==> src/rtl/cdw_pkg.sv <==
package cdw_pkg;

    typedef enum logic [2:0] {
        REG_CTRL  = 3'd0,
        REG_SEG   = 3'd1,
        REG_BASE  = 3'd2,
        REG_BOUND = 3'd3,
        REG_PTR   = 3'd4,
        REG_COUNT = 3'd5,
        REG_TMO   = 3'd6,
        REG_STAT  = 3'd7
    } reg_sel_e;

    typedef struct packed {
        logic tmo_ie;
        logic done_ie;
        logic en;
    } ctrl_t;

endpackage

==> src/rtl/cdw_ptr_step.sv <==
module cdw_ptr_step #(
    parameter int unsigned PTR_W  = 16,
    parameter int unsigned BASE_W = 8
) (
    input  logic [PTR_W-1:0]  ptr,
    input  logic [PTR_W-1:0]  bound,
    input  logic [BASE_W-1:0] base,
    output logic [PTR_W-1:0]  ptr_nxt
);
    localparam int unsigned LOW_W = PTR_W - BASE_W;

    logic [PTR_W-1:0] inc;

    always_comb begin
        inc = ptr + PTR_W'(1);
        if (inc == bound) begin
            ptr_nxt = {base, {LOW_W{1'b0}}};
        end else begin
            ptr_nxt = inc;
        end
    end
endmodule

==> src/rtl/cdw_fifo.sv <==
module cdw_fifo #(
    parameter int unsigned W     = 8,
    parameter int unsigned DEPTH = 4
) (
    input  logic         clk,
    input  logic         rst_n,
    input  logic         push,
    input  logic [W-1:0] push_data,
    input  logic         pop,
    output logic [W-1:0] head,
    output logic         full,
    output logic         empty
);
    localparam int unsigned IDX_W  = (DEPTH > 2) ? $clog2(DEPTH) : 1;
    localparam int unsigned FILL_W = $clog2(DEPTH + 1);

    typedef struct packed {
        logic [DEPTH-1:0][W-1:0] mem;
        logic [IDX_W-1:0]        wr;
        logic [IDX_W-1:0]        rd;
        logic [FILL_W-1:0]       fill;
    } fifo_t;

    fifo_t f_d, f_q;
    logic  push_ok, pop_ok;

    assign full  = (f_q.fill == FILL_W'(DEPTH));
    assign empty = (f_q.fill == '0);
    assign head  = f_q.mem[f_q.rd];

    always_comb begin
        f_d     = f_q;
        push_ok = push && !full;
        pop_ok  = pop && !empty;
        if (push_ok) begin
            f_d.mem[f_q.wr] = push_data;
            f_d.wr = (f_q.wr == IDX_W'(DEPTH - 1)) ? '0 : f_q.wr + IDX_W'(1);
        end
        if (pop_ok) begin
            f_d.rd = (f_q.rd == IDX_W'(DEPTH - 1)) ? '0 : f_q.rd + IDX_W'(1);
        end
        if (push_ok && !pop_ok) begin
            f_d.fill = f_q.fill + FILL_W'(1);
        end else if (pop_ok && !push_ok) begin
            f_d.fill = f_q.fill - FILL_W'(1);
        end
    end

    always_ff @(posedge clk or negedge rst_n) begin
        if (!rst_n) begin
            f_q <= '0;
        end else begin
            f_q <= f_d;
        end
    end
endmodule

==> src/rtl/cdw_idle_timer.sv <==
module cdw_idle_timer #(
    parameter int unsigned TMO_W    = 8,
    parameter int unsigned TICK_DIV = 4
) (
    input  logic             clk,
    input  logic             rst_n,
    input  logic             run,
    input  logic             reload,
    input  logic [TMO_W-1:0] reload_val,
    output logic             expire
);
    localparam int unsigned PRE_W = (TICK_DIV > 2) ? $clog2(TICK_DIV) : 1;
    localparam logic [PRE_W-1:0] PRE_LAST = PRE_W'(TICK_DIV - 1);

    typedef struct packed {
        logic [PRE_W-1:0] pre;
        logic [TMO_W-1:0] cnt;
    } tmr_t;

    tmr_t t_d, t_q;
    logic tick;

    assign tick   = run && !reload && (t_q.pre == PRE_LAST);
    assign expire = tick && (t_q.cnt == TMO_W'(1));

    always_comb begin
        t_d = t_q;
        if (reload) begin
            t_d.pre = '0;
            t_d.cnt = reload_val;
        end else if (run) begin
            if (tick) begin
                t_d.pre = '0;
                if (t_q.cnt != '0) begin
                    t_d.cnt = t_q.cnt - TMO_W'(1);
                end
            end else begin
                t_d.pre = t_q.pre + PRE_W'(1);
            end
        end
    end

    always_ff @(posedge clk or negedge rst_n) begin
        if (!rst_n) begin
            t_q <= '0;
        end else begin
            t_q <= t_d;
        end
    end
endmodule

==> src/rtl/cdw_top.sv <==
module cdw_top
    import cdw_pkg::*;
#(
    parameter int unsigned SEG_W      = 8,
    parameter int unsigned PTR_W      = 16,
    parameter int unsigned CNT_W      = 16,
    parameter int unsigned TMO_W      = 8,
    parameter int unsigned DATA_W     = 8,
    parameter int unsigned REG_DW     = 16,
    parameter int unsigned FIFO_DEPTH = 4,
    parameter int unsigned TICK_DIV   = 4
) (
    input  logic                    clk,
    input  logic                    rst_n,
    input  logic                    cfg_we,
    input  logic [2:0]              cfg_addr,
    input  logic [REG_DW-1:0]       cfg_wdata,
    output logic [REG_DW-1:0]       cfg_rdata,
    input  logic                    in_valid,
    input  logic [DATA_W-1:0]       in_data,
    output logic                    in_ready,
    output logic                    mem_req,
    input  logic                    mem_ack,
    output logic [SEG_W+PTR_W-1:0]  mem_addr,
    output logic [DATA_W-1:0]       mem_data,
    output logic                    irq
);
    localparam int unsigned BASE_W = PTR_W - 8;

    typedef struct packed {
        ctrl_t             ctrl;
        logic [SEG_W-1:0]  seg;
        logic [BASE_W-1:0] base;
        logic [PTR_W-1:0]  bound;
        logic [PTR_W-1:0]  ptr;
        logic [CNT_W-1:0]  count;
        logic [CNT_W-1:0]  remain;
        logic [TMO_W-1:0]  tmo;
        logic              done;
        logic              tmo_flag;
    } chan_t;

    chan_t s_d, s_q;

    logic              fifo_full, fifo_empty;
    logic [DATA_W-1:0] fifo_head;
    logic [PTR_W-1:0]  ptr_nxt;
    logic              accept, xfer, start, expire;
    logic [PTR_W-1:0]  bound_q;
    logic [BASE_W-1:0] base_q;
    logic              done_q;

    assign start    = cfg_we && (reg_sel_e'(cfg_addr) == REG_CTRL) && cfg_wdata[0];
    assign in_ready = s_q.ctrl.en && !fifo_full;
    assign accept   = in_valid && in_ready;
    assign mem_req  = s_q.ctrl.en && !fifo_empty && (s_q.remain != '0);
    assign xfer     = mem_req && mem_ack;
    assign mem_addr = {s_q.seg, s_q.ptr};
    assign mem_data = fifo_head;
    assign irq      = (s_q.done && s_q.ctrl.done_ie) || (s_q.tmo_flag && s_q.ctrl.tmo_ie);
    assign bound_q  = s_q.bound;
    assign base_q   = s_q.base;
    assign done_q   = s_q.done;

    cdw_fifo #(
        .W     (DATA_W),
        .DEPTH (FIFO_DEPTH)
    ) i_fifo (
        .clk       (clk),
        .rst_n     (rst_n),
        .push      (accept),
        .push_data (in_data),
        .pop       (xfer),
        .head      (fifo_head),
        .full      (fifo_full),
        .empty     (fifo_empty)
    );

    cdw_ptr_step #(
        .PTR_W  (PTR_W),
        .BASE_W (BASE_W)
    ) i_step (
        .ptr     (s_q.ptr),
        .bound   (s_q.bound),
        .base    (s_q.base),
        .ptr_nxt (ptr_nxt)
    );

    cdw_idle_timer #(
        .TMO_W    (TMO_W),
        .TICK_DIV (TICK_DIV)
    ) i_timer (
        .clk        (clk),
        .rst_n      (rst_n),
        .run        (s_q.ctrl.en),
        .reload     (accept || start),
        .reload_val (s_q.tmo),
        .expire     (expire)
    );

    always_comb begin
        s_d = s_q;
        // flag clears first so that a same-cycle set wins
        if (cfg_we && (reg_sel_e'(cfg_addr) == REG_STAT)) begin
            if (cfg_wdata[0]) s_d.done     = 1'b0;
            if (cfg_wdata[1]) s_d.tmo_flag = 1'b0;
        end
        if (xfer) begin
            s_d.ptr    = ptr_nxt;
            s_d.remain = s_q.remain - CNT_W'(1);
            if (s_q.remain == CNT_W'(1)) begin
                s_d.done = 1'b1;
            end
        end
        if (expire) begin
            s_d.tmo_flag = 1'b1;
        end
        if (cfg_we) begin
            case (reg_sel_e'(cfg_addr))
                REG_CTRL: begin
                    s_d.ctrl.en      = cfg_wdata[0];
                    s_d.ctrl.done_ie = cfg_wdata[1];
                    s_d.ctrl.tmo_ie  = cfg_wdata[2];
                    if (cfg_wdata[0]) begin
                        s_d.remain = s_q.count;
                        s_d.done   = 1'b0;
                    end
                end
                REG_SEG:   s_d.seg   = SEG_W'(cfg_wdata);
                REG_BASE:  s_d.base  = BASE_W'(cfg_wdata);
                REG_BOUND: s_d.bound = PTR_W'(cfg_wdata);
                REG_PTR:   s_d.ptr   = PTR_W'(cfg_wdata);
                REG_COUNT: s_d.count = CNT_W'(cfg_wdata);
                REG_TMO:   s_d.tmo   = TMO_W'(cfg_wdata);
                default:   ;
            endcase
        end
    end

    always_comb begin
        cfg_rdata = '0;
        case (reg_sel_e'(cfg_addr))
            REG_CTRL:  cfg_rdata = REG_DW'({s_q.ctrl.tmo_ie, s_q.ctrl.done_ie, s_q.ctrl.en});
            REG_SEG:   cfg_rdata = REG_DW'(s_q.seg);
            REG_BASE:  cfg_rdata = REG_DW'(s_q.base);
            REG_BOUND: cfg_rdata = REG_DW'(s_q.bound);
            REG_PTR:   cfg_rdata = REG_DW'(s_q.ptr);
            REG_COUNT: cfg_rdata = REG_DW'(s_q.remain);
            REG_TMO:   cfg_rdata = REG_DW'(s_q.tmo);
            REG_STAT:  cfg_rdata = REG_DW'({fifo_empty, fifo_full, s_q.tmo_flag, s_q.done});
            default:   cfg_rdata = '0;
        endcase
    end

    always_ff @(posedge clk or negedge rst_n) begin
        if (!rst_n) begin
            s_q <= '0;
        end else begin
            s_q <= s_d;
        end
    end
endmodule

==> config.mk <==
export PLATFORM = sky130hd
export DESIGN_NAME = cdw_top
export DESIGN_NICKNAME = d
export VERILOG_FILES = /design/src/rtl/cdw_pkg.sv /design/src/rtl/cdw_ptr_step.sv /design/src/rtl/cdw_fifo.sv /design/src/rtl/cdw_idle_timer.sv /design/src/rtl/cdw_top.sv
export SDC_FILE = /design/constraint.sdc
export NUM_CORES = 1
export LEC_CHECK = 0
export ABC_AREA = 0
export BUFFER_PORTS_ARGS = -buffer_cell sky130_fd_sc_hd__buf_2
export CAP_MARGIN = 10
export CORE_UTILIZATION = 35
export CTS_CLUSTER_DIAMETER = 50
export CTS_CLUSTER_SIZE = 16
export DETAILED_ROUTE_END_ITERATION = 12
export PLACE_DENSITY = 0.52
export SLEW_MARGIN = 15
export SYNTH_ARGS = -nofsm -noshare
export SYNTH_HDL_FRONTEND = slang
export SYNTH_HIERARCHICAL = 1
export SYNTH_SLANG_ARGS = --single-unit
==> constraint.sdc <==
create_clock -name clk -period 3.8 [get_ports clk]
set_input_delay 0.76 -clock clk [delete_from_list [all_inputs] [get_ports clk]]
set_output_delay 0.76 -clock clk [all_outputs]
set_load 0.05 [all_outputs]
==> metrics.md, run 1 <==
| Metric | Value |
|---|---|
| Pin count of the biggest net entering global routing | `75` |
| Relative contribution of the clock network to total power | `22.8%` |
| Count of maximum capacitance violations | `0` |
| Crit share post-route | `88.2%` |
| Final weighted congestion in routability-driven placement | `0.819` |
| Psw | `3400 uW` |
| Detailed-routing iteration count for the pre-antenna-repair pass | `4` |
| Fin. Hold Viols | `0` |
| Routed vias | `5968` |
| Clock transition at the registers of the reported paths | `70 ps` |
| Setup slack of the worst register-to-register path | `450 ps` |
| Wire length of the first global-routing pass | `34600 um` |
| EDFF count, synth | `0` |
| Async set or reset register ratio after synthesis | `100%` |
| Number of global-route vias before repair | `5892` |
| Area growth syn-to-layout | `15.1%` |
| Leading cell type in the layout, fill and taps excluded | `sky130_fd_sc_hd__dfrtp_1` |
| Kind of critical path | `primary input to output pin` |
| Required time reported for the critical path endpoint | `3040 ps` |
| H-tree depth reported by CTS | `4` |
| Worst reg2reg path endpoint | `mem_addr[13]$_DFF_PN0_` |
| Post-detailed-placement half-perimeter wirelength | `15900 um` |
| Cell at the root of the clock tree | `sky130_fd_sc_hd__clkbuf_16` |
| DRT iter0 DRCs | `372` |
| Worst slew pin tran | `726 ps` |
| Clk Latency, worst-skew pair | `430 ps` |
| Switching Share | `44.5%` |
| Worst endpoint data arrival time | `2590 ps` |
| Via/cell ratio | `5.28` |
| Number of cells upsized or downsized after cts | `0` |
| Seq/Total Area, Yosys | `43.8%` |
| Cell area reported after detailed placement | `8690 um^2` |
| Synth Flop Type | `sky130_fd_sc_hd__dfrtp_1` |
| Worst-case reg-to-reg path depth | `9` |
| CTS tree | `yes` |
| RSZ-0062 raised after global routing | `no` |
| Setup fix buffers added after clock tree synthesis | `0` |
| Total global-route track usage | `19.3%` |
| Kind of end point of the critical path | `output pin` |
| Number of rows in the core area | `55` |
| Achievable clock frequency | `0.298 GHz` |
| Routed wire length | `21700 um` |
| Final core utilization | `41.2%` |
| Sum of overflow across all layers after global routing | `0` |
| Final min period | `3350 ps` |
| Synthesized netlist cell count | `765` |
| Final-layout setup total negative slack | `0 ps` |
| Longest individual stage delay on the worst path | `420 ps` |
| Initial antenna violation count | `0` |
| Dominant cells by area after synthesis | `sky130_fd_sc_hd__dfrtp_1, sky130_fd_sc_hd__mux2_2, sky130_fd_sc_hd__nand2_1, sky130_fd_sc_hd__xnor2_1, sky130_fd_sc_hd__mux4_2` |
| Standby leakage power | `0.00404 uW` |
| Average wire per standard cell | `19.2 um` |
| Standard cell core area | `22600 um^2` |
| Fin. max-slew vios | `0` |
| Setup violation total in the final timing report | `0` |
| Fill count | `2197` |
| CP startpoint | `cfg_addr[0]` |
| Combined area of all synthesized cells | `8110 um^2` |
| Internal Dissipation | `4240 uW` |
| Worst-path cell chain | `buf_2 -> inv_1 -> nor2_1 -> a22o_1 -> a221o_1 -> buf_2` |
| Cell taking the most area after synthesis | `sky130_fd_sc_hd__dfrtp_1` |
| Commonest cells after routing, fill and taps aside | `sky130_fd_sc_hd__dfrtp_1, sky130_fd_sc_hd__mux2_2, sky130_fd_sc_hd__buf_2` |
| Class of the most critical hold timing path | `primary input to async pin` |
| Setup crit start kind | `primary input` |
| Worst flop-to-flop path startpoint | `mem_addr[2]$_DFF_PN0_` |
| Flops & latches, synth | `142` |
| PD cells | `818 nW/um^2` |
| Mapped Nets | `812` |
| Boundary pin count | `83` |
| Nets@finish | `878` |
| Height of the die | `154 um` |
| CP top delay family | `buffers and inverters` |
| WP buf/inv | `3` |
| Average footprint of a synthesized cell | `10.6 um^2` |
| Critical-path top delay cell | `sky130_fd_sc_hd__nor2_1` |
| Maximum buffer depth of the clock tree | `2` |
| Post-route cell area | `9330 um^2` |
| Number of buffers created by CTS | `17` |
| Synthesis warning total | `6` |
| Number of hold buffers added after cts | `0` |
| Status | `finished clean` |
| Part of the power in registers | `36.4%` |
| Proportion of layout cells with a drive suffix above 1 | `30.5%` |
| Initial core utilization | `35.8%` |
| Full die area | `23800 um^2` |
| Post-route antenna net violation count | `0` |
| Gate power share | `40.8%` |
| Highest fanout seen on the critical path | `18` |
| Cell with the most instances on the worst path | `sky130_fd_sc_hd__buf_2` |
| Total number of clock tree sinks | `142` |
| Buffers added on ports | `82` |
| Max_slew headroom | `51.6%` |
| Number of distinct library cells after synthesis | `68` |
| Horizontal extent of the die | `154 um` |
| Post-synth top area share | `43.8%` |
| Peak supply drop | `0.440 mV` |
| Worst Clk Skew | `9.73 ps` |
| Residual DRC count | `0` |
## cell families after synthesis
group                    Yosys count  share of synthesized area, %
XOR/XNOR                          47                          5.26
buffers and inverters             74                          5.19
multiplexers                     129                          19.2
AND/OR/NAND/NOR                  252                          16.0
adder cells (fa/ha/maj)           15                          2.41
AO/OA/AOI/OAI                    106                          8.15
flip-flops                       142                          43.8
## worst max path at each step
stage,endpoint,depth (start not counted)
2_1_floorplan,cfg_rdata[11],5
3_3_place_gp,cfg_rdata[7],6
3_5_place_dp,mem_addr[13]$_DFF_PN0_,9
4_1_cts,mem_addr[13]$_DFF_PN0_,9
5_1_grt,mem_addr[8]$_DFF_PN0_,9
6_report,cfg_rdata[3],6
## cell usage after synthesis (all sizes together), types with 4 or more instances
cell / number
nand2b: 10
nand2: 80
xnor2: 31
or4: 4
nor4: 13
mux4: 11
ha: 14
a31oi: 21
o21ai: 36
buf: 38
nor2: 65
nand3: 13
or2: 5
mux2: 99
a21oi: 18
nor2b: 9
clkbuf: 14
inv: 21
dfrtp: 142
mux2i: 19
nand4: 7
nor3b: 5
a22o: 5
xor2: 15
nor3: 19
or3: 9
## through the flow
stage	setup WS, ps	hold slack, ps	cells	power (uW)
after CTS	428	364	1129	7700
after floorplan	97.5	444	765	5220
after global placement	473	451	1097	5920
after detailed placement	436	459	1097	5930
final	447	320	1130	7640
after global routing	88.0	385	1129	8100
## registers in the layout (all words and copies together) (netlist names)
name and count:
mem_addr 24, s_q 44, i_timer/t_q 10, base_q 8
i_fifo/f_q 39, bound_q 16, done_q 1
## cell type report
cell class / instances / area, um^2 / share of cell area [%]
multi-input combinational: 549 / 4140 / 44.3
sequential: 142 / 3550 / 38.1
timing repair buffer: 99 / 557 / 5.97
clock buffer: 17 / 425 / 4.56
tap: 285 / 357 / 3.82
clock inverter: 15 / 214 / 2.29
inverter: 22 / 85.1 / 0.912
antenna: 1 / 2.50 / 0.0268
## per-layer routing
metal	share of wire, %	track usage (%)	vias to the layer above	routed length (um)
met2	47	30.5	120	10100
met5	0	0	-	0
met4	1.5	5.67	0	315
li1	-	-	2844	-
met3	4.4	3.53	19	948
met1	48	27.1	2985	10300
## worst register-to-register path, stage by stage, from the launching register on
cell and delay (ps):
sky130_fd_sc_hd__dfrtp_1 620, sky130_fd_sc_hd__nand3_4 200, sky130_fd_sc_hd__o31ai_1 310, sky130_fd_sc_hd__o2111ai_1 140, sky130_fd_sc_hd__or4_1 400, sky130_fd_sc_hd__a2111oi_0 400
sky130_fd_sc_hd__and4_1 630, sky130_fd_sc_hd__mux2_1 380, sky130_fd_sc_hd__nand2_1 70, sky130_fd_sc_hd__a31oi_1 80
## power groups by stage
stage | clock network [uW] | registers (uW) | logic [uW]
4_1_cts | 1780 | 2780 | 3140
5_1_grt | 1850 | 2870 | 3370
6_report | 1740 | 2780 | 3120
2_1_floorplan | 0 | 2510 | 2720
3_3_place_gp | 0 | 2800 | 3120
3_5_place_dp | 0 | 2800 | 3130
Note: power is estimated with default switching activity, not from simulation.
==> inputs of run 2 (changes only) <==
--- a/config.mk
+++ b/config.mk
@@ -8,11 +8,11 @@
 export ABC_AREA = 0
 export BUFFER_PORTS_ARGS = -buffer_cell sky130_fd_sc_hd__buf_2
 export CAP_MARGIN = 10
-export CORE_UTILIZATION = 35
+export CORE_UTILIZATION = 30
 export CTS_CLUSTER_DIAMETER = 50
 export CTS_CLUSTER_SIZE = 16
 export DETAILED_ROUTE_END_ITERATION = 12
-export PLACE_DENSITY = 0.52
+export PLACE_DENSITY = 0.46
 export SLEW_MARGIN = 15
 export SYNTH_ARGS = -nofsm -noshare
 export SYNTH_HDL_FRONTEND = slang
==> run 2 against run 1 <==
  * The run now ends with DRC left
  * Register-to-register slack gained 170 ps
  * First-iteration DRC count shrank 6.5%
  * Clock-buffer cell count is the same
  * Sequential share of layout area shrank 0.092 points
  * Utilization shrank 5.6 points
  * Critical path type unchanged
  * Largest cell class unchanged
  * Largest power group unchanged
==> metrics.md, run 2 (synthesis results as in run 1) <==
| Metric | Value |
|---|---|
| Status | `finished with violations (was finished clean)` |
| Violations in the final reports | `DRC` |
| Boundary pin count | `83 (unchanged)` |
| Kind of end point of the critical path | `output pin (unchanged)` |
| Full die area | `27700 um^2 (was 23800 um^2)` |
| Max_slew headroom | `42.4% (was 51.6%)` |
| DRT iter0 DRCs | `348 (was 372)` |
| Area of the multi-input gates | `4140 um^2 (unchanged)` |
| Flip-flop count of the largest register, all copies and words added | `44 (unchanged)` |
| Clock transition at the registers of the reported paths | `70 ps (about the same)` |
| Routed vias | `5903 (was 5968)` |
| Total number of clock tree sinks | `142 (unchanged)` |
| Fin. Hold Viols | `0 (unchanged)` |
| Commonest cells after routing, fill and taps aside | `sky130_fd_sc_hd__dfrtp_1, sky130_fd_sc_hd__mux2_2, sky130_fd_sc_hd__buf_2 (unchanged)` |
| Number of rows in the core area | `59 (was 55)` |
| Highest fanout seen on the critical path | `22 (was 18)` |
| Number of cells upsized or downsized after cts | `0 (unchanged)` |
| Average wire per standard cell | `19.5 um (was 19.2 um)` |
| Initial core utilization | `30.8% (was 35.8%)` |
| Fin. max-slew vios | `0 (unchanged)` |
| Maximum buffer depth of the clock tree | `2 (unchanged)` |
| Final-layout setup total negative slack | `0 ps (unchanged)` |
| Setup crit start kind | `primary input (unchanged)` |
| Sum of overflow across all layers after global routing | `0 (unchanged)` |
| Worst endpoint data arrival time | `2470 ps (was 2590 ps)` |
| Horizontal extent of the die | `166 um (was 154 um)` |
| Cell with the most instances on the worst path | `sky130_fd_sc_hd__buf_2 (unchanged)` |
| Standard cell core area | `26300 um^2 (was 22600 um^2)` |
| Post-detailed-placement half-perimeter wirelength | `16900 um (was 15900 um)` |
| Register area | `3550 um^2 (unchanged)` |
| Area growth syn-to-layout | `15.4% (was 15.1%)` |
| Final min period | `3230 ps (was 3350 ps)` |
| Setup violation total in the final timing report | `0 (unchanged)` |
| Kind of critical path | `primary input to output pin (unchanged)` |
| Proportion of layout cells with a drive suffix above 1 | `30.5% (about the same)` |
| Pin count of the biggest net entering global routing | `66 (was 75)` |
| Class of the most critical hold timing path | `primary input to async pin (unchanged)` |
| Total global-route track usage | `17.2% (was 19.3%)` |
| Peak supply drop | `0.428 mV (was 0.440 mV)` |
| Buffers added on ports | `82 (unchanged)` |
| Leading cell type in the layout, fill and taps excluded | `sky130_fd_sc_hd__dfrtp_1 (unchanged)` |
| Wire length of the first global-routing pass | `36300 um (was 34600 um)` |
| Number of global-route vias before repair | `5989 (was 5892)` |
| RSZ-0062 raised after global routing | `no (unchanged)` |
| Worst-path cell chain | `buf_2 -> inv_1 -> nor2_1 -> a22oi_1 -> o221ai_1 -> buf_2 (was buf_2 -> inv_1 -> nor2_1 -> a22o_1 -> a221o_1 -> buf_2)` |
| Final weighted congestion in routability-driven placement | `0.822 (was 0.819)` |
| Required time reported for the critical path endpoint | `3040 ps (about the same)` |
| Nets@finish | `879 (was 878)` |
| Standby leakage power | `0.00402 uW (was 0.00404 uW)` |
| Via/cell ratio | `5.00 (was 5.28)` |
| PD cells | `815 nW/um^2 (was 818 nW/um^2)` |
| Largest Register | `s_q (unchanged)` |
| H-tree depth reported by CTS | `4 (unchanged)` |
| Critical-path top delay cell | `sky130_fd_sc_hd__buf_2 (was sky130_fd_sc_hd__nor2_1)` |
| Worst-case reg-to-reg path depth | `10 (was 9)` |
| CTS tree | `yes (unchanged)` |
| Fill count | `2671 (was 2197)` |
| Height of the die | `166 um (was 154 um)` |
| ANT cells | `0 (was 1)` |
| Clk Latency, worst-skew pair | `430 ps (about the same)` |
| Worst Clk Skew | `14.0 ps (was 9.73 ps)` |
| Worst slew pin tran | `861 ps (was 726 ps)` |
| Post-route antenna net violation count | `0 (unchanged)` |
| Number of buffers created by CTS | `17 (unchanged)` |
| Detailed-routing iteration count for the pre-antenna-repair pass | `11 (was 4)` |
| Total power draw | `7620 uW (was 7640 uW)` |
| Achievable clock frequency | `0.310 GHz (was 0.298 GHz)` |
| Final core utilization | `35.6% (was 41.2%)` |
| Routed wire length | `23100 um (was 21700 um)` |
| Cell at the root of the clock tree | `sky130_fd_sc_hd__clkbuf_16 (unchanged)` |
| Count of maximum capacitance violations | `0 (unchanged)` |
| Crit share post-route | `85.0% (was 88.2%)` |
| Number of hold buffers added after cts | `0 (unchanged)` |
| Setup fix buffers added after clock tree synthesis | `0 (unchanged)` |
| Residual DRC count | `5 (was 0)` |
| Longest individual stage delay on the worst path | `400 ps (was 420 ps)` |
| Initial antenna violation count | `2 (was 0)` |
-- run 2: cell types whose count changed in the layout (fill, tap and decap cells not counted), sizes merged --
cell and delta:
buf +1, bufinv +1, clkinv -9, clkinvlp +3, diode -1, inv +5
-- run 2: final timing paths --
kind                                             from                         to  slack, ps
worst max-delay path                      cfg_addr[0]               cfg_rdata[6]        570
worst min-delay path                            rst_n  i_fifo/f_q[7]$_DFFE_PN0P_        260
worst max register to register  mem_addr[2]$_DFF_PN0_     mem_addr[10]$_DFF_PN0_        620
worst min register to register    s_q[41]$_DFFE_PN0P_          s_q[25]$_DFF_PN0_        470
max in group asynchronous                       rst_n   mem_addr[21]$_DFFE_PN0P_       2740
min in group clk                  s_q[41]$_DFFE_PN0P_          s_q[25]$_DFF_PN0_        470
-- run 2: cell type report --
cell class | instances | area share (%)
flip-flops and latches | 142 | 38.0
clock inverters | 15 | 1.81
inverters | 22 | 0.910
repair buffers | 100 | 6.03
well taps | 335 | 4.48
clock buffers | 17 | 4.55
multi-input cells | 549 | 44.2
-- run 2: worst max-delay path: cells and delay by family --
kind	cells	cell delay, ps
compound gates	2	390
buf+inv	3	970
simple gates	1	340
-- run 2: where the power goes --
group	leakage [uW]	total (uW)	internal (uW)	switching, uW
registers	0.00173	2780	2070	712
logic	0.00201	3140	1260	1880
clock network	0.000284	1700	940	765
total	0.00402	7620	4270	3350
-- run 2: metal layers --
metal / global-route usage [%] / wire length [um] / up-vias / share of wire [%]
met5: 0 / 16 / - / 0.069
met2: 28.3 / 11200 / 110 / 49
met4: 5.64 / 415 / 2 / 1.8
met3: 3.27 / 724 / 24 / 3.1
met1: 22.8 / 10700 / 2920 / 46
li1: - / - / 2847 / -
-- run 2: per-stage QoR --
| step | cell area [um^2] | setup slack (ps) | instances | hold WS (ps) |
|---|---|---|---|---|
| final | 9350 | 571 | 1180 | 258 |
| after global routing | 9350 | 350 | 1180 | 274 |
| after CTS | 9350 | 576 | 1180 | 267 |
| after detailed placement | 8760 | 563 | 1148 | 460 |
| after global placement | 8760 | 518 | 1148 | 457 |
| after floorplan | 8110 | 97.5 | 765 | 444 |
